## config.mk

```make
export PLATFORM = sky130hd
export DESIGN_NAME = spi_cmd_engine
export DESIGN_NICKNAME = d
export VERILOG_FILES = /design/src/rtl/spi_cmd_pkg.sv /design/src/rtl/spi_cmd_regs.sv /design/src/rtl/spi_cmd_tick.sv /design/src/rtl/spi_cmd_seq.sv /design/src/rtl/spi_cmd_engine.sv
export SDC_FILE = /design/constraint.sdc
export NUM_CORES = 1
export LEC_CHECK = 0
export ABC_AREA = 0
export BUFFER_PORTS_ARGS = -buffer_cell sky130_fd_sc_hd__buf_2
export CAP_MARGIN = 10
export CORE_MARGIN = 4
export CORE_UTILIZATION = 45
export DETAILED_ROUTE_END_ITERATION = 7
export GPL_TIMING_DRIVEN = 0
export SYNTH_ARGS = -nofsm -noshare
export SYNTH_HDL_FRONTEND = slang
export SYNTH_HIERARCHICAL = 1
export SYNTH_SLANG_ARGS = --single-unit
export TNS_END_PERCENT = 100
```

## constraint.sdc

```tcl
create_clock -name clk_i -period 3.15 [get_ports clk_i]
set_input_delay 0.63 -clock clk_i [delete_from_list [all_inputs] [get_ports clk_i]]
set_output_delay 0.63 -clock clk_i [all_outputs]
set_load 0.01 [all_outputs]
```

## src/rtl/spi_cmd_pkg.sv

```systemverilog
package spi_cmd_pkg;
    localparam int unsigned WORD_W       = 32;
    localparam int unsigned MAX_TX_BYTES = 8;
    localparam int unsigned MAX_RX_BYTES = 4;
    localparam int unsigned TXC_W        = $clog2(MAX_TX_BYTES + 1);
    localparam int unsigned RXC_W        = $clog2(MAX_RX_BYTES + 1);
    localparam int unsigned BIT_W        = $clog2((MAX_TX_BYTES + MAX_RX_BYTES) * 8 + 1);
    localparam int unsigned RXI_W        = $clog2(MAX_RX_BYTES * 8);
    localparam int unsigned KIDX_W       = BIT_W - 3;

    localparam logic [1:0] REG_CMD  = 2'd0;
    localparam logic [1:0] REG_DATA = 2'd1;
    localparam logic [1:0] REG_CTRL = 2'd2;

    localparam int unsigned CTL_TX_LSB = 0;
    localparam int unsigned CTL_RX_LSB = 4;
    localparam int unsigned CTL_START  = 8;
    localparam int unsigned CTL_BUSY   = 31;

    typedef enum logic [1:0] {
        SEQ_IDLE  = 2'd0,
        SEQ_SHIFT = 2'd1,
        SEQ_GAP   = 2'd2
    } seq_state_e;
endpackage

```

## src/rtl/spi_cmd_regs.sv

```systemverilog
module spi_cmd_regs
    import spi_cmd_pkg::*;
(
    input  logic              clk_i,
    input  logic              rst_ni,
    input  logic              we_i,
    input  logic [1:0]        addr_i,
    input  logic [WORD_W-1:0] wdata_i,
    output logic [WORD_W-1:0] rdata_o,
    input  logic              busy_i,
    input  logic              rx_load_i,
    input  logic [WORD_W-1:0] rx_word_i,
    output logic [WORD_W-1:0] cmd_o,
    output logic [WORD_W-1:0] data_o,
    output logic [TXC_W-1:0]  tx_cnt_o,
    output logic [RXC_W-1:0]  rx_cnt_o,
    output logic              start_o
);
    typedef struct packed {
        logic [WORD_W-1:0] cmd;
        logic [WORD_W-1:0] data;
        logic [TXC_W-1:0]  tx;
        logic [RXC_W-1:0]  rx;
    } regs_t;

    regs_t reg_d, reg_q;
    logic  start_d;

    function automatic logic [TXC_W-1:0] fit_tx(input logic [TXC_W-1:0] v);
        if (v == '0) return TXC_W'(1);
        if (v > TXC_W'(MAX_TX_BYTES)) return TXC_W'(MAX_TX_BYTES);
        return v;
    endfunction

    function automatic logic [RXC_W-1:0] fit_rx(input logic [RXC_W-1:0] v);
        if (v > RXC_W'(MAX_RX_BYTES)) return RXC_W'(MAX_RX_BYTES);
        return v;
    endfunction

    always_comb begin
        reg_d   = reg_q;
        start_d = 1'b0;
        if (we_i && !busy_i) begin
            case (addr_i)
                REG_CMD:  reg_d.cmd  = wdata_i;
                REG_DATA: reg_d.data = wdata_i;
                REG_CTRL: begin
                    if (wdata_i[CTL_START]) begin
                        start_d  = 1'b1;
                        reg_d.tx = fit_tx(wdata_i[CTL_TX_LSB +: TXC_W]);
                        reg_d.rx = fit_rx(wdata_i[CTL_RX_LSB +: RXC_W]);
                    end
                end
                default: ;
            endcase
        end
        if (rx_load_i && reg_q.rx != '0) begin
            reg_d.data = rx_word_i;
        end
    end

    always_ff @(posedge clk_i or negedge rst_ni) begin
        if (!rst_ni) reg_q <= '0;
        else         reg_q <= reg_d;
    end

    always_comb begin
        rdata_o = '0;
        case (addr_i)
            REG_CMD:  rdata_o = reg_q.cmd;
            REG_DATA: rdata_o = reg_q.data;
            REG_CTRL: begin
                rdata_o[CTL_TX_LSB +: TXC_W] = reg_q.tx;
                rdata_o[CTL_RX_LSB +: RXC_W] = reg_q.rx;
                rdata_o[CTL_BUSY]            = busy_i;
            end
            default: rdata_o = '0;
        endcase
    end

    assign cmd_o    = reg_q.cmd;
    assign data_o   = reg_q.data;
    assign tx_cnt_o = reg_q.tx;
    assign rx_cnt_o = reg_q.rx;
    assign start_o  = start_d;


    busy_write_drop_chk: assert property (@(posedge clk_i) disable iff (!rst_ni)
        (busy_i && we_i) |=> ($stable(reg_q.cmd) && $stable(reg_q.tx) && $stable(reg_q.rx)));


    count_hold_chk: assert property (@(posedge clk_i) disable iff (!rst_ni)
        (we_i && addr_i == REG_CTRL && !wdata_i[CTL_START]) |=> ($stable(reg_q.tx) && $stable(reg_q.rx)));
endmodule

```

## src/rtl/spi_cmd_tick.sv

```systemverilog
module spi_cmd_tick #(
    parameter int unsigned HALF_DIV = 2
) (
    input  logic clk_i,
    input  logic rst_ni,
    input  logic active_i,
    output logic tick_o
);
    localparam int unsigned CNT_W = (HALF_DIV > 1) ? $clog2(HALF_DIV) : 1;
    localparam logic [CNT_W-1:0] CNT_LAST = CNT_W'(HALF_DIV - 1);

    logic [CNT_W-1:0] cnt_d, cnt_q;

    always_comb begin
        cnt_d = cnt_q;
        if (!active_i)              cnt_d = '0;
        else if (cnt_q == CNT_LAST) cnt_d = '0;
        else                        cnt_d = cnt_q + CNT_W'(1);
    end

    always_ff @(posedge clk_i or negedge rst_ni) begin
        if (!rst_ni) cnt_q <= '0;
        else         cnt_q <= cnt_d;
    end

    assign tick_o = active_i && (cnt_q == CNT_LAST);


    half_period_bound_chk: assert property (@(posedge clk_i) disable iff (!rst_ni)
        (cnt_q <= CNT_LAST));
endmodule

```

## src/rtl/spi_cmd_seq.sv

```systemverilog
module spi_cmd_seq
    import spi_cmd_pkg::*;
(
    input  logic              clk_i,
    input  logic              rst_ni,
    input  logic              start_i,
    input  logic              tick_i,
    input  logic [TXC_W-1:0]  tx_cnt_i,
    input  logic [RXC_W-1:0]  rx_cnt_i,
    input  logic [WORD_W-1:0] cmd_i,
    input  logic [WORD_W-1:0] data_i,
    input  logic              miso_i,
    output logic              busy_o,
    output logic              sck_o,
    output logic              cs_n_o,
    output logic              mosi_o,
    output logic              done_o,
    output logic              rx_load_o,
    output logic [WORD_W-1:0] rx_word_o
);
    typedef struct packed {
        seq_state_e        st;
        logic [BIT_W-1:0]  bit_idx;
        logic              sck;
        logic              cs_n;
        logic              gap_half;
        logic              done;
        logic [WORD_W-1:0] rx_word;
    } seq_t;

    localparam seq_t SEQ_RESET = '{st: SEQ_IDLE, bit_idx: '0, sck: 1'b0, cs_n: 1'b1,
                                   gap_half: 1'b0, done: 1'b0, rx_word: '0};

    seq_t seq_d, seq_q;

    logic [BIT_W-1:0] tx_bits, total_bits, rx_rel;
    logic [RXI_W-1:0] rx_pos;
    logic             load_d;

    function automatic logic [7:0] stream_byte(input logic [KIDX_W-1:0] k,
                                               input logic [WORD_W-1:0] c,
                                               input logic [WORD_W-1:0] d);
        case (k)
            KIDX_W'(0): return c[7:0];
            KIDX_W'(1): return c[31:24];
            KIDX_W'(2): return c[23:16];
            KIDX_W'(3): return c[15:8];
            default:    return d[{k[1:0], 3'b000} +: 8];
        endcase
    endfunction

    assign tx_bits    = BIT_W'(tx_cnt_i) << 3;
    assign total_bits = (BIT_W'(tx_cnt_i) + BIT_W'(rx_cnt_i)) << 3;
    assign rx_rel     = seq_q.bit_idx - tx_bits;
    assign rx_pos     = RXI_W'(rx_rel) ^ RXI_W'(7);

    always_comb begin
        seq_d      = seq_q;
        seq_d.done = 1'b0;
        load_d     = 1'b0;
        case (seq_q.st)
            SEQ_IDLE: begin
                if (start_i) begin
                    seq_d.st       = SEQ_SHIFT;
                    seq_d.bit_idx  = '0;
                    seq_d.sck      = 1'b0;
                    seq_d.cs_n     = 1'b0;
                    seq_d.gap_half = 1'b0;
                    seq_d.rx_word  = '0;
                end
            end
            SEQ_SHIFT: begin
                if (tick_i) begin
                    if (!seq_q.sck) begin
                        seq_d.sck = 1'b1;
                        if (seq_q.bit_idx >= tx_bits) begin
                            seq_d.rx_word[rx_pos] = miso_i;
                        end
                    end else begin
                        seq_d.sck = 1'b0;
                        if (seq_q.bit_idx == total_bits - BIT_W'(1)) begin
                            seq_d.st       = SEQ_GAP;
                            seq_d.cs_n     = 1'b1;
                            seq_d.gap_half = 1'b0;
                        end else begin
                            seq_d.bit_idx = seq_q.bit_idx + BIT_W'(1);
                        end
                    end
                end
            end
            SEQ_GAP: begin
                if (tick_i) begin
                    if (!seq_q.gap_half) begin
                        seq_d.gap_half = 1'b1;
                    end else begin
                        seq_d.st   = SEQ_IDLE;
                        seq_d.done = 1'b1;
                        load_d     = 1'b1;
                    end
                end
            end
            default: seq_d = SEQ_RESET;
        endcase
    end

    always_ff @(posedge clk_i or negedge rst_ni) begin
        if (!rst_ni) seq_q <= SEQ_RESET;
        else         seq_q <= seq_d;
    end

    always_comb begin
        mosi_o = 1'b0;
        if (seq_q.st == SEQ_SHIFT && seq_q.bit_idx < tx_bits) begin
            mosi_o = stream_byte(seq_q.bit_idx[BIT_W-1:3], cmd_i, data_i)[~seq_q.bit_idx[2:0]];
        end
    end

    assign busy_o    = (seq_q.st != SEQ_IDLE);
    assign sck_o     = seq_q.sck;
    assign cs_n_o    = seq_q.cs_n;
    assign done_o    = seq_q.done;
    assign rx_load_o = load_d;
    assign rx_word_o = seq_q.rx_word;


    sck_in_frame_chk: assert property (@(posedge clk_i) disable iff (!rst_ni)
        seq_q.sck |-> !seq_q.cs_n);


    mosi_steady_high_chk: assert property (@(posedge clk_i) disable iff (!rst_ni)
        (seq_q.sck && $past(seq_q.sck)) |-> $stable(mosi_o));


    done_single_chk: assert property (@(posedge clk_i) disable iff (!rst_ni)
        seq_q.done |=> !seq_q.done);


    done_busy_fall_chk: assert property (@(posedge clk_i) disable iff (!rst_ni)
        seq_q.done |-> (!busy_o && $past(busy_o)));


    cs_gap_before_done_chk: assert property (@(posedge clk_i) disable iff (!rst_ni)
        seq_q.done |-> ($past(seq_q.cs_n, 1) && $past(seq_q.cs_n, 2)));
endmodule

```

## src/rtl/spi_cmd_engine.sv

```systemverilog
module spi_cmd_engine
    import spi_cmd_pkg::*;
#(
    parameter int unsigned SCK_HALF_DIV = 2
) (
    input  logic        clk_i,
    input  logic        rst_ni,
    input  logic        reg_we_i,
    input  logic [1:0]  reg_addr_i,
    input  logic [31:0] reg_wdata_i,
    output logic [31:0] reg_rdata_o,
    output logic        spi_sck_o,
    output logic        spi_cs_no,
    output logic        spi_mosi_o,
    input  logic        spi_miso_i,
    output logic        done_o
);
    logic [WORD_W-1:0] cmd_w, data_w, rx_word_w;
    logic [TXC_W-1:0]  tx_cnt_w;
    logic [RXC_W-1:0]  rx_cnt_w;
    logic              start_w, busy_w, tick_w, rx_load_w;

    spi_cmd_regs u_regs (
        .clk_i     (clk_i),
        .rst_ni    (rst_ni),
        .we_i      (reg_we_i),
        .addr_i    (reg_addr_i),
        .wdata_i   (reg_wdata_i),
        .rdata_o   (reg_rdata_o),
        .busy_i    (busy_w),
        .rx_load_i (rx_load_w),
        .rx_word_i (rx_word_w),
        .cmd_o     (cmd_w),
        .data_o    (data_w),
        .tx_cnt_o  (tx_cnt_w),
        .rx_cnt_o  (rx_cnt_w),
        .start_o   (start_w)
    );

    spi_cmd_tick #(.HALF_DIV(SCK_HALF_DIV)) u_tick (
        .clk_i    (clk_i),
        .rst_ni   (rst_ni),
        .active_i (busy_w),
        .tick_o   (tick_w)
    );

    spi_cmd_seq u_seq (
        .clk_i     (clk_i),
        .rst_ni    (rst_ni),
        .start_i   (start_w),
        .tick_i    (tick_w),
        .tx_cnt_i  (tx_cnt_w),
        .rx_cnt_i  (rx_cnt_w),
        .cmd_i     (cmd_w),
        .data_i    (data_w),
        .miso_i    (spi_miso_i),
        .busy_o    (busy_w),
        .sck_o     (spi_sck_o),
        .cs_n_o    (spi_cs_no),
        .mosi_o    (spi_mosi_o),
        .done_o    (done_o),
        .rx_load_o (rx_load_w),
        .rx_word_o (rx_word_w)
    );
endmodule

```

Word-level counts from Yosys, hierarchy flattened. Cells that the tools add are included.

$add $sub $neg: 5. Multipliers: 0. Div/mod/pow operators: 0. $lt $le $gt $ge: 7. Equal/unequal tests: 17. Shift operators: 1. Muxes and demuxes: 62. Bitwise operators: 3. Reduce and logical (&&, ||, !) cells: 23.

Operators by type and width (number): $mux 32 (6); $pmux 32 s3 (1); $pmux 24 s2 (1); $mux 39 (1); $bwmux 32 (1); $pmux 8 s4 (1); $shiftx 32x6->8 (1); $pmux 9 s3 (1); $mux 1 (26); $mux 12 (2); $mux 7 (3); $pmux 7 s3 (1); $reduce_and 5->1 (4); $mux 4 (4); $mux 2 (5); $ne 2x2->1 const B (5); $mux 9 (1); $eq 4x2->1 const B (2); $logic_not 4->1 (2); $mux 8 (1); $ne 2x1->1 const B (4); $add 7x1->7 const B (1); $eq 7x7->1 (1); $ge 7x7->1 (1); other kinds (28) (42).

Bits in registers: 117. Latch bits: 0. Bits in writable memories: 0. Bits in read-only memories: 0. Bits of input ports: 38. Output and inout bits: 36. Word-level logic and storage cells: 130. Memories: 0.

Depth between registers and ports, before layout. Gate-level depths: netlist (run 1).

Word-level depth: 15. Mapped depth: 12. Depth with buffers taken out: 10.

Cells and area by module. The synthesis (run 1) kept the hierarchy.

By module, submodules not included: spi_cmd_regs (times used 1, cells each 313, area each 3564.7 um^2, sequential area each 1776.7 um^2); spi_cmd_seq (times used 1, cells each 378, area each 3509.6 um^2, sequential area each 1127.3 um^2); spi_cmd_tick (times used 1, cells each 3, area each 41.3 um^2, sequential area each 25.0 um^2).

Worst setup path after synthesis (run 1). Ideal clock, no wire load.

Path kind: flip-flop to output port. Start: register u_seq/seq_q[39] (netlist bit). End: output spi_mosi_o. Arrival time: 1.893 ns. Required time: 2.520 ns. Path slack: 0.627 ns. Stages on the path, launching flop included: 11. Buffers on the path: 2. Cells stage by stage: dfrtp_1 -> buf_6 -> buf_6 -> inv_1 -> ha_1 -> inv_1 -> fa_1 -> a21o_1 -> nand2_1 -> o2111ai_1 -> nor3_1.

Word-level cells in the longest chain between the ends: 6. Elaborated cells between the ends (all ways): 12. Those cells by class: 1 x order compare; 3 x eq/ne; 1 x shift; 5 x mux; 2 x reduce/logical.

Ends and longest elaborated chain: from (decl) (line spi_cmd_seq.sv:34) `seq_t seq_d, seq_q;`; from (signal assigned) (line spi_cmd_seq.sv:108) `else seq_q <= seq_d;`; $shiftx 32x6->8 (tied with other cells) (line spi_cmd_seq.sv:48) `default: return d[{k[1:0], 3'b000} +: 8];`; $pmux 8 s4 (line spi_cmd_seq.sv:43) `case (k)`; $mux 8 (line spi_cmd_seq.sv:113) `if (seq_q.st == SEQ_SHIFT && seq_q.bit_idx < tx_bits) begin`; $bmux 1 s3 (line spi_cmd_seq.sv:114) `mosi_o = stream_byte(seq_q.bit_idx[BIT_W-1:3], cmd_i, data_i)[~seq_q.bit_idx[2:0]];`; $mux 1 (not written as such) (line spi_cmd_seq.sv:114); $mux 1 * (line spi_cmd_seq.sv:113); to (decl) (line spi_cmd_engine.sv:14) `output logic spi_mosi_o,`.

Mark *: on every way between the ends. The rest lies on a longest branch, timed or not. The select of a mux whose other input is x is not followed.

Worst setup path in the final report (run 1).
Start: register u_seq/seq_q[36] (netlist bit). End: output spi_mosi_o.

Word-level cells in the longest chain between the ends: 4. Elaborated cells between the ends (all ways): 6. Those cells by class: 1 x order compare; 3 x mux; 1 x bitwise; 1 x reduce/logical.

Ends and longest elaborated chain (line): parallel branches: the longest is 3 deep, another holds $lt 7x7->1; $mux 1 * (spi_cmd_seq.sv:113).

Every way passes the cells marked *. The select of a mux whose other input is x is not followed.

==> results of run 1 <==
-- per-stage QoR --
step                      cells  hold slack (ns)
after floorplan             694            0.334
after global placement      976            0.480
after detailed placement    977            0.475
after CTS                  1010            0.102
after global routing       1012            0.110
final                      1012           0.0940
-- report_power, final --
group          leakage [uW]  total, uW  internal, uW  switching [uW]
Combinational       0.00209       3200          1530            1680
Sequential          0.00146       2620          2060             565
Clock              0.000277       1870          1110             761
-- Yosys cell counts, types with 2 or more instances --
cell type | number | area, um^2
a21oi_1 | 42 | 210
a32o_1 | 15 | 150
dfrtp_1 | 116 | 2900
clkbuf_1 | 21 | 78.8
nand2b_1 | 2 | 12.5
nor2b_1 | 6 | 37.5
ha_1 | 12 | 150
nor2_1 | 75 | 282
buf_2 | 11 | 55.1
xnor2_1 | 6 | 52.6
nor3_1 | 6 | 30.0
nor3_2 | 2 | 20.0
o31ai_1 | 2 | 15.0
nand4_1 | 3 | 18.8
fa_1 | 2 | 40.0
o2bb2ai_1 | 16 | 140
buf_1 | 2 | 7.51
o2111ai_1 | 2 | 17.5
a21o_1 | 4 | 30.0
mux4_2 | 18 | 405
buf_6 | 6 | 67.6
o21ai_0 | 50 | 250
o22ai_1 | 7 | 43.8
mux2_1 | 2 | 22.5
inv_1 | 13 | 48.8
and3_1 | 6 | 37.5
mux2i_1 | 68 | 681
nand2_1 | 69 | 259
a22o_1 | 2 | 17.5
mux2_2 | 36 | 405
nand3_1 | 4 | 20.0
nor4b_4 | 2 | 47.6
or2_2 | 2 | 12.5
buf_4 | 37 | 278
-- worst reg2reg max path, stage by stage (launching register included) --
cell      delay [ns]
dfrtp_1         0.35
buf_2           0.17
inv_1           0.14
nand2_1         0.25
nor4b_4         0.48
buf_4           0.28
a21oi_1         0.12
a21oi_1         0.30
a21boi_2        0.41
o22ai_1         0.13
a32o_1          0.22
-- area by class of cell --
class                           count  area [um^2]
Buffer                             78          522
Clock buffer                       18          439
Clock inverter                     14          130
Fill cell                        1406         6950
Inverter                           14         56.3
Multi-Input combinational cell    485         3670
Sequential cell                   117         2930
Tap cell                          211          264
Timing Repair Buffer               75          412
-- registers in the layout, indices dropped and copies added (netlist names) --
| register | count |
|---|---|
| u_seq/done_o | 1 |
| u_seq/sck_o | 1 |
| u_seq/cs_n_o | 1 |
| u_seq/seq_q | 10 |
| u_regs/cmd_o | 32 |
| u_seq/rx_word_o | 32 |
| u_tick/cnt_q | 1 |
| u_regs/tx_cnt_o | 4 |
| u_regs/data_o | 32 |
| u_regs/rx_cnt_o | 3 |
-- worst min path at each step --
stage | slack (ns) | endpoint | cells after the start
2_1_floorplan | 0.33 | u_regs/cmd_o[0] | 0
3_3_place_gp | 0.48 | u_seq/rx_word_o[5] | 1
3_5_place_dp | 0.48 | u_seq/rx_word_o[5] | 1
4_1_cts | 0.10 | u_seq/seq_q[44] | 1
5_1_grt | 0.11 | u_seq/seq_q[44] | 1
6_report | 0.09 | u_seq/seq_q[44] | 1
-- kinds of logic after synthesis --
logic type               count (synthesis)  synth area share, %
AND/OR/NAND/NOR                        188                 12.3
AO/OA/AOI/OAI                          151                 13.8
multiplexers                           124                 21.3
flip-flops                             117                 41.2
buffers and inverters                   92                 7.65
adder cells (fa/ha/maj)                 14                 2.67
XOR/XNOR                                 8                 1.18
-- what timing repair did --
item,4_1_cts,5_1_grt
gates resized for setup,13,6
endpoints found under the setup margin,18,16
hold buffers,0,0
pin swaps,1,1
buffers inserted,1,2
-- routing by layer --
layer  track usage, %  vias to the layer above  routed length (um)
met3             4.53                       33                1300
met2             39.9                      260               10300
met4             7.14                        0                 442
li1                 -                     2654                   -
met5                0                        -                   0
met1             35.7                     3018                9870
==> results.sh, run 1 <==
export IMPL_synthFlopType="dfrtp_1"
export IMPL_finalMaxSlewViolations=0
export IMPL_setup_viol=1
export IMPL_grt_setup_unrepaired="yes"
export IMPL_synth_nets=746
export IMPL_layout_commonest_cell="dfrtp_1"
export IMPL_antenna_left=0
export IMPL_fmax_ghz=0.314
export IMPL_finalCritPeriodShare_pct=101
export IMPL_coreArea_um2=15400
export IMPL_antenna_cells=0
export IMPL_clk_pin_slew_ns=0.06
export IMPL_reg2reg_to="u_seq/seq_q[40]"
export IMPL_track_usage_pct=25.2
export IMPL_critPathKind="reg -> out"
export IMPL_async_reset_ff_share_pct=100
export IMPL_power_density_nw_per_um2=913
export IMPL_crit_fanout=10
export IMPL_vias=5965
export IMPL_postLayoutCoreUtil_pct=54.8
export IMPL_finalWorstSetupSlack_ns=-0.0360
export IMPL_path_cells="buf_6, mux4_2, mux2i_1, o21ai_0, nor3_2, nor3_2, buf_2"
export IMPL_cts_sinks=117
export IMPL_arrival_ns=2.56
export IMPL_vdd_ir_drop_max_uv=477
export IMPL_tightest_slew_ns=0.699
export IMPL_hold_class="in -> async"
export IMPL_dp_worst_setup_slack_ns=-0.227
export IMPL_grt_max_degree=86
export IMPL_routed_wl_um=21900
export IMPL_crit_top_cell="nor3_2"
export IMPL_fp_dieH_um=134
export IMPL_first_pass_iters=5
export IMPL_syn_cell_area_um2=7120
export IMPL_final_nets=840
export IMPL_layout_common_cells="dfrtp_1, buf_2, nor2_1"
export IMPL_cts_tree="done"
export IMPL_place_area_um2=7770
export IMPL_failed_checks="setup timing"
export IMPL_ys_seq_area_share_pct=41.2
export IMPL_area_growth_syn_to_layout_pct=18.4
export IMPL_io_pins=74
export IMPL_start_util_pct=46.3
export IMPL_io_buffer_count=71
export IMPL_rows=45
export IMPL_fin_setup_tns_ns=-0.0360
export IMPL_drv_cap=0
export IMPL_r2r_start="u_seq/seq_q[44]"
export IMPL_drc_errors=0
export IMPL_crit_path_end="spi_mosi_o"
export IMPL_ctsLongestPathBuffers=2
export IMPL_drive_gt1_share_pct=30.6
export IMPL_syn_area_per_cell_um2=10.3
export IMPL_grt_overflow=0
export IMPL_slowest_stage="mux4_2"
export IMPL_status="finished, violations left"
export IMPL_antenna_found_initial=0
export IMPL_grt_pass1_wl_um=34500
export IMPL_power_uw=7690
export IMPL_max_stage_delay_ns=0.55
export IMPL_routedWlPerCell_um=21.6
export IMPL_die_w_um=134
export IMPL_yosysUniqueCellTypes=61
export IMPL_synthCells=694
export IMPL_rrSetupSlack_ns=0.19
export IMPL_crit_start="u_seq/seq_q[36]"
export IMPL_cts_root_buffer_cell="clkbuf_16"
export IMPL_finClkSkew_ns=0.0113
export IMPL_dpl_hpwl_um=16200
export IMPL_final_min_clock_period_ns=3.19
export IMPL_numCtsBuffers=17
export IMPL_relSlewSlack_pct=53.3
export IMPL_r2r_cells=10
export IMPL_initialDrtViolationCount=511
export IMPL_clk_insertion_delay_late_ns=0.42
export IMPL_critical_path_depth=7
export IMPL_endpoint_kind="primary output"
export IMPL_gp_congestion=0.931
export IMPL_cp_required_ns=2.52
export IMPL_synth_seq_cells=117
export IMPL_crit_family="multiplexers"
export IMPL_final_cell_area_um2=8420
export IMPL_vias_per_cell=5.89
export IMPL_grt_pass1_vias=5927
export IMPL_hold_viol_final=0
export IMPL_cp_num_buf_inv=2
export IMPL_leakage_uw=0.00382
export IMPL_critPathLaunchType="register"
export IMPL_htree_levels=4
export IMPL_synth_edf_count=0
export IMPL_synth_warnings=6
export IMPL_dieArea_um2=17900
Note: power is estimated with default switching activity, not from simulation.
==> run 2: changes to the inputs <==
Settings changed: PLACE_DENSITY set to 0.7.
==> run 2 against run 1 <==
The flow now finishes without violations; clock skew down 0.00053 ns; combinational power about the same; utilization up 0.46 points; critical path depth unchanged; sequential share of layout area down 0.29 points; first-iteration DRC count up 38%; sequential power about the same; cell area up 0.83%; non-clock buffer count up 5; via count up 0.84%; worst hold slack better by 0.065 ns; setup slack better by 0.077 ns; critical endpoint unchanged; largest cell class unchanged; largest power group unchanged; highest routed layer unchanged.
==> results.sh, run 2 (same netlist as run 1, synthesis figures left out) <==
export IMPL_gp_congestion=0.919
export IMPL_grt_overflow=0
export IMPL_met2WireLength_um=9950
export IMPL_grt_pass1_vias=5858
export IMPL_status="finished, final reports clean"
export IMPL_routed_wl_um=21500
export IMPL_place_inst=977
export IMPL_rrSetupSlack_ns=0.19
export IMPL_final_min_clock_period_ns=3.11
export IMPL_numCtsBuffers=17
export IMPL_top_layer_used="met4"
export IMPL_antenna_left=0
export IMPL_postLayoutCoreUtil_pct=55.3
export IMPL_arrival_ns=2.48
export IMPL_area_growth_syn_to_layout_pct=19.4
export IMPL_leakage_uw=0.00386
export IMPL_io_pins=74
export IMPL_num_fill_cells=1359
export IMPL_grt_max_degree=67
export IMPL_critPathLaunchType="register"
export IMPL_drive_gt1_share_pct=31.0
export IMPL_critPathKind="reg -> out"
export IMPL_rows=45
export IMPL_drv_cap=0
export IMPL_crit_start="u_seq/seq_q[39]"
export IMPL_finalMaxSlewViolations=0
export IMPL_final_cell_area_um2=8490
export IMPL_routedWlPerCell_um=21.2
export IMPL_cts_root_buffer_cell="clkbuf_16"
export IMPL_layout_common_cells="dfrtp_1, buf_2, nor2_1"
export IMPL_antenna_cells=0
export IMPL_place_area_um2=7770
export IMPL_power_density_nw_per_um2=922
export IMPL_clk_insertion_delay_late_ns=0.41
export IMPL_drc_errors=0
export IMPL_fin_cells=1017
export IMPL_track_usage_pct=24.2
export IMPL_cp_required_ns=2.52
export IMPL_io_buffer_count=71
export IMPL_endpoint_kind="primary output"
export IMPL_crit_fanout=10
export IMPL_hold_viol_final=0
export IMPL_whs_ns=0.159
export IMPL_final_nets=845
export IMPL_start_util_pct=46.3
export IMPL_coreArea_um2=15400
export IMPL_initialDrtViolationCount=706
export IMPL_routed_wl_met3_um=1930
export IMPL_tightest_slew_ns=0.710
export IMPL_die_w_um=134
export IMPL_reg2reg_to="u_seq/rx_word_o[19]"
export IMPL_crit_path_end="spi_mosi_o"
export IMPL_layout_commonest_cell="dfrtp_1"
export IMPL_relSlewSlack_pct=52.7
export IMPL_fp_dieH_um=134
export IMPL_finClkSkew_ns=0.0108
export IMPL_first_pass_iters=6
export IMPL_vias=6015
export IMPL_grt_pass1_wl_um=33100
export IMPL_r2r_cells=10
export IMPL_vias_per_cell=5.91
export IMPL_ctsLongestPathBuffers=2
export IMPL_dieArea_um2=17900
export IMPL_hold_class="in -> async"
export IMPL_vdd_ir_drop_max_uv=485
export IMPL_met1_length_um=9120
export IMPL_setup_viol=0
export IMPL_cts_tree="done"
export IMPL_cts_sinks=117
export IMPL_fmax_ghz=0.322
export IMPL_htree_levels=4
export IMPL_grt_setup_unrepaired="yes"
export IMPL_r2r_start="u_seq/seq_q[36]"
export IMPL_clk_pin_slew_ns=0.06
export IMPL_finalCritPeriodShare_pct=98.7
export IMPL_antenna_found_initial=0
export IMPL_dpl_hpwl_um=15700
## run 2: final cells by class
class,count,area [um^2],area share [%]
clock inverters,14,168,1.97
plain buffers,77,512,6.02
well taps,211,264,3.11
flip-flops and latches,117,2930,34.5
repair buffers,81,457,5.38
clock buffers,18,439,5.17
inverters,14,56.3,0.663
multi-input cells,485,3670,43.2
## run 2: worst max-delay path, cell delays in order, from the launching register on
cell and delay [ns]:
dfrtp_1 0.35, buf_8 0.15, buf_12 0.16, mux4_2 0.53, mux4_2 0.52, nor3_4 0.14
nor3_2 0.07, buf_2 0.14
## run 2: routing by layer
metal / global-route usage [%] / vias up
met5: 0 / -
met4: 8.80 / 0
met3: 4.87 / 40
met2: 36.7 / 325
met1: 34.3 / 2974
li1: - / 2676
## run 2: timing repair
action	4_1_cts	5_1_grt
gates resized for setup	11	6
setup buffers	2	7
hold buffers	0	0
endpoints found under the setup margin	22	5
pin swaps	1	1
endpoints found under the hold margin	0	0
## run 2: worst min-delay path by stage
| stage | start | endpoint |
|---|---|---|
| 6_report | rst_ni | u_regs/cmd_o[13] |
| 3_3_place_gp | u_seq/rx_word_o[15] | u_seq/rx_word_o[15] |
| 2_1_floorplan | rst_ni | u_regs/cmd_o[0] |
| 3_5_place_dp | u_seq/rx_word_o[22] | u_seq/rx_word_o[22] |
| 5_1_grt | rst_ni | u_regs/cmd_o[13] |
| 4_1_cts | rst_ni | u_regs/cmd_o[13] |
## run 2: through the flow
step	setup WS (ns)	setup TNS, ns	total power, uW
after floorplan	0.627	0	4670
after global placement	-0.299	-7.57	5550
after detailed placement	-0.278	-3.23	5620
after CTS	0.00518	0	7680
after global routing	-0.0360	-0.0360	8240
final	0.0410	0	7830
## run 2: report_power, final
| group | switching, uW | internal, uW |
|---|---|---|
| clock network | 780 | 1210 |
| logic | 1670 | 1560 |
| registers | 552 | 2060 |
